==> src/rtl/fdt_pkg.sv <==
package fdt_pkg;
  typedef enum logic {
    ST_IDLE = 1'b0,
    ST_RUN  = 1'b1
  } run_st_t;
endpackage

==> src/rtl/fdt_ld_dec.sv <==
module fdt_ld_dec #(
  parameter int NREG = 7,
  parameter int SELW = 3
) (
  input  logic            ld_en,
  input  logic [SELW-1:0] ld_sel,
  input  logic            busy,
  output logic [NREG-1:0] we
);
  for (genvar k = 0; k < NREG; k++) begin : g_we
    assign we[k] = ld_en & ~busy & (ld_sel == SELW'(k));
  end
endmodule

==> src/rtl/fdt_stage.sv <==
module fdt_stage #(
  parameter int WIDTH = 32
) (
  input  logic             clk,
  input  logic             rst_n,
  input  logic             we,
  input  logic [WIDTH-1:0] wdata,
  input  logic             adv,
  input  logic [WIDTH-1:0] addend,
  output logic [WIDTH-1:0] q,
  output logic             ovf
);
  logic [WIDTH-1:0] q_r, q_d, sum;
  logic             en;

  // next state
  always_comb begin
    sum = q_r + addend;
    en  = we | adv;
    q_d = we ? wdata : sum;
    ovf = adv & (q_r[WIDTH-1] == addend[WIDTH-1]) & (sum[WIDTH-1] != q_r[WIDTH-1]);
  end

  // register
  always_ff @(posedge clk or negedge rst_n) begin
    if (!rst_n)  q_r <= '0;
    else if (en) q_r <= q_d;
  end

  assign q = q_r;

  // a step and a load never coincide
  p_load_excl_step_r6: assert property (@(posedge clk) disable iff (!rst_n)
    adv |-> !we);
endmodule

==> src/rtl/fdt_seq.sv <==
module fdt_seq
  import fdt_pkg::*;
#(
  parameter int IDXW = 16
) (
  input  logic            clk,
  input  logic            rst_n,
  input  logic            start,
  input  logic [IDXW-1:0] run_len,
  input  logic            step_ovf,
  output logic            busy,
  output logic            adv,
  output logic [IDXW-1:0] index,
  output logic            ovf
);
  run_st_t         st_q, st_d;
  logic [IDXW-1:0] rem_q, rem_d, idx_q, idx_d;
  logic            ovf_q, ovf_d, accept, last;

  // next state
  always_comb begin
    st_d   = st_q;
    rem_d  = rem_q;
    idx_d  = idx_q;
    ovf_d  = ovf_q;
    accept = (st_q == ST_IDLE) && start && (run_len != '0);
    last   = (rem_q == IDXW'(1));
    adv    = 1'b0;
    case (st_q)
      ST_IDLE: begin
        if (accept) begin
          st_d  = ST_RUN;
          rem_d = run_len;
          idx_d = '0;
          ovf_d = 1'b0;
        end
      end
      ST_RUN: begin
        if (last) begin
          st_d = ST_IDLE;
        end else begin
          adv   = 1'b1;
          rem_d = rem_q - IDXW'(1);
          idx_d = idx_q + IDXW'(1);
          ovf_d = ovf_q | step_ovf;
        end
      end
      default: st_d = ST_IDLE;
    endcase
  end

  // registers
  always_ff @(posedge clk or negedge rst_n) begin
    if (!rst_n) begin
      st_q  <= ST_IDLE;
      rem_q <= '0;
      idx_q <= '0;
      ovf_q <= 1'b0;
    end else begin
      st_q  <= st_d;
      rem_q <= rem_d;
      idx_q <= idx_d;
      ovf_q <= ovf_d;
    end
  end

  assign busy  = (st_q == ST_RUN);
  assign index = idx_q;
  assign ovf   = ovf_q;

  p_first_index_r5: assert property (@(posedge clk) disable iff (!rst_n)
    $rose(busy) |-> (index == '0));
  p_index_step_r5: assert property (@(posedge clk) disable iff (!rst_n)
    (busy && $past(busy)) |-> (index == $past(index) + IDXW'(1)));
  p_ovf_clear_r9: assert property (@(posedge clk) disable iff (!rst_n)
    $rose(busy) |-> !ovf);
  p_zero_len_r7: assert property (@(posedge clk) disable iff (!rst_n)
    (!busy && start && run_len == '0) |=> !busy);
endmodule

==> src/rtl/fdt_tabulator.sv <==
module fdt_tabulator #(
  parameter int WIDTH = 32,
  parameter int NDIFF = 6,
  parameter int IDXW  = 16,
  localparam int NREG = NDIFF + 1,
  localparam int SELW = $clog2(NREG + 1)
) (
  input  logic             clk,
  input  logic             rst_n,
  input  logic             ld_en,
  input  logic [SELW-1:0]  ld_sel,
  input  logic [WIDTH-1:0] ld_data,
  input  logic             start,
  input  logic [IDXW-1:0]  run_len,
  output logic             busy,
  output logic             out_valid,
  output logic [WIDTH-1:0] out_value,
  output logic [IDXW-1:0]  out_index,
  output logic             ovf
);
  logic [1:0]       rs_q;
  logic             rst_i;
  logic [NREG-1:0]  we;
  logic [NREG-1:0]  st_ovf;
  logic [WIDTH-1:0] r_q [NREG];
  logic             adv, busy_i;

  // reset: asserted at once, released on the clock
  always_ff @(posedge clk or negedge rst_n) begin
    if (!rst_n) rs_q <= 2'b00;
    else        rs_q <= {rs_q[0], 1'b1};
  end
  assign rst_i = rs_q[1];

  fdt_ld_dec #(.NREG(NREG), .SELW(SELW)) u_dec (
    .ld_en (ld_en),
    .ld_sel(ld_sel),
    .busy  (busy_i),
    .we    (we)
  );

  for (genvar k = 0; k < NREG; k++) begin : g_chain
    logic [WIDTH-1:0] add_k;
    if (k == NREG - 1) begin : g_top
      assign add_k = '0;
    end else begin : g_mid
      assign add_k = r_q[k+1];
    end
    fdt_stage #(.WIDTH(WIDTH)) u_stage (
      .clk   (clk),
      .rst_n (rst_i),
      .we    (we[k]),
      .wdata (ld_data),
      .adv   (adv),
      .addend(add_k),
      .q     (r_q[k]),
      .ovf   (st_ovf[k])
    );
  end

  fdt_seq #(.IDXW(IDXW)) u_seq (
    .clk     (clk),
    .rst_n   (rst_i),
    .start   (start),
    .run_len (run_len),
    .step_ovf(|st_ovf),
    .busy    (busy_i),
    .adv     (adv),
    .index   (out_index),
    .ovf     (ovf)
  );

  assign busy      = busy_i;
  assign out_valid = busy_i;
  assign out_value = r_q[0];

  p_value_step_r4: assert property (@(posedge clk) disable iff (!rst_i)
    (out_valid && $past(out_valid)) |-> (out_value == $past(out_value + r_q[1])));
  p_top_hold_r4: assert property (@(posedge clk) disable iff (!rst_i)
    (busy_i && $past(busy_i)) |-> (r_q[NREG-1] == $past(r_q[NREG-1])));
  p_reset_idle_r1: assert property (@(posedge clk)
    !rst_i |-> (!busy && !ovf));
endmodule

==> config.mk <==
export PLATFORM = sky130hd
export DESIGN_NAME = fdt_tabulator
export DESIGN_NICKNAME = d
export VERILOG_FILES = /design/src/rtl/fdt_pkg.sv /design/src/rtl/fdt_ld_dec.sv /design/src/rtl/fdt_stage.sv /design/src/rtl/fdt_seq.sv /design/src/rtl/fdt_tabulator.sv
export SDC_FILE = /design/constraint.sdc
export NUM_CORES = 1
export LEC_CHECK = 0
export BUFFER_PORTS_ARGS = -buffer_cell sky130_fd_sc_hd__buf_2
export CORE_UTILIZATION = 50
export CTS_BUF_LIST = sky130_fd_sc_hd__clkbuf_16
export CTS_CLUSTER_DIAMETER = 100
export DETAILED_ROUTE_END_ITERATION = 10
export HOLD_SLACK_MARGIN = 0.05
export PLACE_DENSITY = 0.67
export SLEW_MARGIN = 30
export SYNTH_ARGS = -nofsm -noshare
export SYNTH_HDL_FRONTEND = slang
export SYNTH_HIERARCHICAL = 1
export SYNTH_SLANG_ARGS = --single-unit
==> constraint.sdc <==
create_clock -name clk -period 9.9 [get_ports clk]
set_clock_uncertainty 0.05 [all_clocks]
set_input_delay 1.485 -clock clk [delete_from_list [all_inputs] [get_ports clk]]
set_output_delay 1.485 -clock clk [all_outputs]
set_load 0.01 [all_outputs]
==> results.py <==
metrics = {
    "outcome": {
        "outcome": "complete, no violations",
    },
    "timing": {
        "worst_hold_slack_ns": 0.302,
        "final-max-slew-violation-count": 0,
        "period_minus_slack_ns": 4.33,
        "setup-tns-final_ns": 0,
        "worstMarginPinSlew_ns": 0.937,
        "timing.max_slew.rel_slack_pct": 37.3,
        "min_period_over_period_pct": 43.7,
        "final-hold-violation-count": 0,
        "rsz0062_at_grt": "no",
        "achievable-frequency_ghz": 0.231,
        "setup_violators_final": 0,
    },
    "global_routing": {
        "gr-usage-all-layers_pct": 29.5,
        "first_pass_grt_wire_length_um": 119000,
        "number_of_antenna_violations_at_the_first_check_in_global_routing": 0,
        "via_count_of_the_first_global_routing_pass": 21900,
        "overflow": 0,
        "grt_start_max_net_pins": 142,
    },
    "clocking": {
        "path_clk_slew_ns": 0.06,
        "clock_latency_ns": 0.55,
        "post-cts-setup-buffers": 0,
        "resized_after_cts": 0,
        "tritoncts": "yes",
        "cts_buffer_depth": 3,
        "cts.hold.buffers_added": 0,
        "cts.htree.levels": 2,
        "cts_sinks": 260,
        "tritoncts_buffer_count": 35,
        "clock-root-buffer": "clkbuf_16",
    },
    "finish": {
        "filler_cell_count": 4541,
        "insertedDiodeCount": 0,
        "stdcell_area_sq_mm": 0.0265,
        "seq_cell_area_sq_mm": 0.00651,
        "post_route_cells_drive_above_1_share_pct": 9.56,
        "flow.area_growth_from_synthesis_pct": 8.38,
        "multi_input_comb_area_sq_mm": 0.0171,
        "finish.net_count": 3271,
    },
    "route": {
        "drc_markers": 0,
        "dr_iter_0_viols": 1877,
        "route.detailed.wl_per_inst_um": 20.1,
        "dr.pass1.iters": 6,
        "antenna_violating_nets_post_route": 0,
        "detailroute.via_count": 22600,
        "postRouteWirelength_um": 73000,
        "via_per_inst": 6.22,
    },
    "synth": {
        "synth_enable_flop_cells": 0,
        "netlist-cell-type-count": 91,
        "synth_top_family_by_area": "compound AO/OA/AOI/OAI gates",
        "synth.cell_area_sq_mm": 0.0244,
        "synth_xor_xnor_area_share_pct": 6.17,
        "post_synth_fa_ha_maj_area_fraction_pct": 11.8,
        "netlist.area_leader.share_pct": 26.6,
        "synth.yosys.warnings": 6,
        "ys_async_rst_share_pct": 100,
        "netlist_top_cells_area": "dfrtp_1 (27%), ha_1 (11%), mux2i_1 (5.6%)",
        "synth.area.mux_share_pct": 5.94,
        "synth-simple-area-share_pct": 17.6,
        "compound_gate_fraction_of_synth_area_pct": 27.6,
        "seq_area_frac_synth_pct": 26.6,
        "post_synth_inst_count": 2941,
        "synth_area_per_cell_sq_um": 8.30,
        "postSynthRegisterBits": 260,
        "area_leader_netlist": "dfrtp_1",
        "synthFlopType": "dfrtp_1",
    },
    "floorplanning": {
        "fp.coreArea_sq_mm": 0.0479,
        "floorplan.die.width_um": 223,
        "floorplan.die_area_sq_mm": 0.0497,
        "placement_rows": 80,
        "floorplan.io_pins": 106,
        "initial_utilization_pct": 50.9,
        "die_height_um": 223,
    },
    "worst_setup_path": {
        "worstSetupPathType": "flop to flop",
        "reg2reg_depth": 8,
        "rr_startpoint": "u_seq/busy",
        "crit-reg2reg-capture": "g_chain[3].u_stage/q[30]",
        "timing.critical_path.from_type": "flop",
        "crit_required_ns": 10.33,
        "crit_arrival_ns": 4.76,
        "endpoint_kind": "flop",
        "crit_path_max_fanout": 141,
        "setup.reg_to_reg.worst_slack_ns": 5.57,
    },
    "min_path": {
        "min_delay_worst_endpoint": "rs_q[1]",
        "worstHoldStart": "rs_q[0]",
        "min_delay_path_depth": 0,
        "hold_path_class": "flop to flop",
    },
    "placement": {
        "post_dp_cell_area_sq_mm": 0.0253,
        "detailedPlacementHpwl_um": 56000,
        "portBuffers": 105,
        "gpl.final_weighted_congestion": 0.917,
    },
    "flow_run": {
        "cap_violations": 0,
    },
}
## metrics by stage
| stage | std cells | worst slack, ns | util [%] |
|---|---|---|---|
| final | 3629 | 5.57 | 55.2 |
| after global routing | 3629 | 5.15 | 55.2 |
| after global placement | 3567 | 5.65 | 52.8 |
| after detailed placement | 3567 | 5.58 | 52.8 |
| after CTS | 3629 | 5.54 | 55.2 |
| after floorplan | 2978 | 2.07 | - |
## worst max-delay path, stage by stage, from the launching register on
cell and delay (ns):
dfrtp_1 0.75, inv_1 0.34, a41o_1 0.48, inv_8 0.63
buf_12 0.69, clkinv_1 0.54, or3_1 0.43, mux2i_1 0.14
a221o_1 0.13
## synth_stat cells, types with 8 or more instances
cell,n
o21ai_0,272
nand3b_1,10
nand2_1,303
or3_1,25
a31oi_1,40
a2bb2oi_1,8
and3_1,23
nand2b_1,8
a21oi_2,13
o21bai_1,14
o31ai_2,11
nor3b_1,15
a221o_1,18
a21o_2,8
nor2_1,219
o22ai_1,9
nand3_1,77
or2_2,11
clkbuf_1,97
o21a_1,15
or3b_1,8
xnor2_1,126
a21oi_1,240
a22oi_1,53
mux2i_1,137
dfrtp_1,260
nor2b_1,26
buf_1,11
xor2_1,46
a2111oi_0,9
o211a_1,13
a21o_1,100
ha_1,220
a211oi_1,29
clkbuf_2,8
o21ai_1,44
buf_6,11
nand4_1,64
nor3_1,44
inv_1,79
o211ai_1,21
or4_1,11
## placed cells by master (no fill, tap or decap), types with 26 or more instances in the layout
master / n
nand2_1: 303
buf_2: 105
o21ai_1: 44
conb_1: 39
a211oi_1: 29
inv_1: 87
clkbuf_16: 37
a31oi_1: 40
a22oi_1: 53
o21ai_0: 272
nor2b_1: 26
dfrtp_1: 259
nand3_1: 77
xnor2_1: 126
xor2_1: 46
a21o_1: 100
nor2_1: 214
nor3_1: 43
mux2i_1: 137
a21oi_1: 240
ha_1: 220
nand4_1: 64
## metal layers
layer	vias to the layer above	global-route usage, %	share of wire, %
li1	11000	-	-
met1	10800	42.0	47
met2	643	46.8	45
met3	118	3.99	5.3
met4	0	8.14	2.4
met5	-	0	0
## cells by family (layout without fill, tap and decap cells)
| family | Yosys count | in the layout |
|---|---|---|
| buffers and inverters | 228 | 264 |
| flip-flops | 260 | 260 |
| other | 2 | 39 |
| adder cells (fa/ha/maj) | 227 | 227 |
| multiplexers | 144 | 144 |
| AND/OR/NAND/NOR | 889 | 889 |
| AO/OA/AOI/OAI | 1019 | 1019 |
| XOR/XNOR | 172 | 172 |
## how the worst max path moves through the flow
stage	from	to	slack (ns)
6_report	u_seq/busy	g_chain[3].u_stage/q[30]	5.57
5_1_grt	u_seq/busy	g_chain[3].u_stage/q[30]	5.15
4_1_cts	u_seq/busy	g_chain[3].u_stage/q[30]	5.54
3_5_place_dp	u_seq/busy	g_chain[3].u_stage/q[30]	5.58
3_3_place_gp	u_seq/busy	g_chain[3].u_stage/q[30]	5.65
2_1_floorplan	rs_q[1]	g_chain[0].u_stage/q[0]	2.07
## registers in the layout (all words and copies together) (netlist names)
| signal | flops |
|---|---|
| u_seq/ovf | 1 |
| u_seq/rem_q | 16 |
| u_seq/index | 16 |
| u_seq/busy | 1 |
| rs_q | 2 |
| g_chain.u_stage/q | 224 |
## layout make-up
type / count / share of cell area, %
Clock buffer: 37 / 3.50
Clock inverter: 25 / 0.818
Inverter: 85 / 1.23
Multi-Input combinational cell: 2490 / 64.6
Sequential cell: 260 / 24.6
Tap cell: 615 / 2.91
Timing Repair Buffer: 117 / 2.40
Power is not shown: default switching activity piles up to over one toggle a cycle in this logic, so the estimate is an artifact.
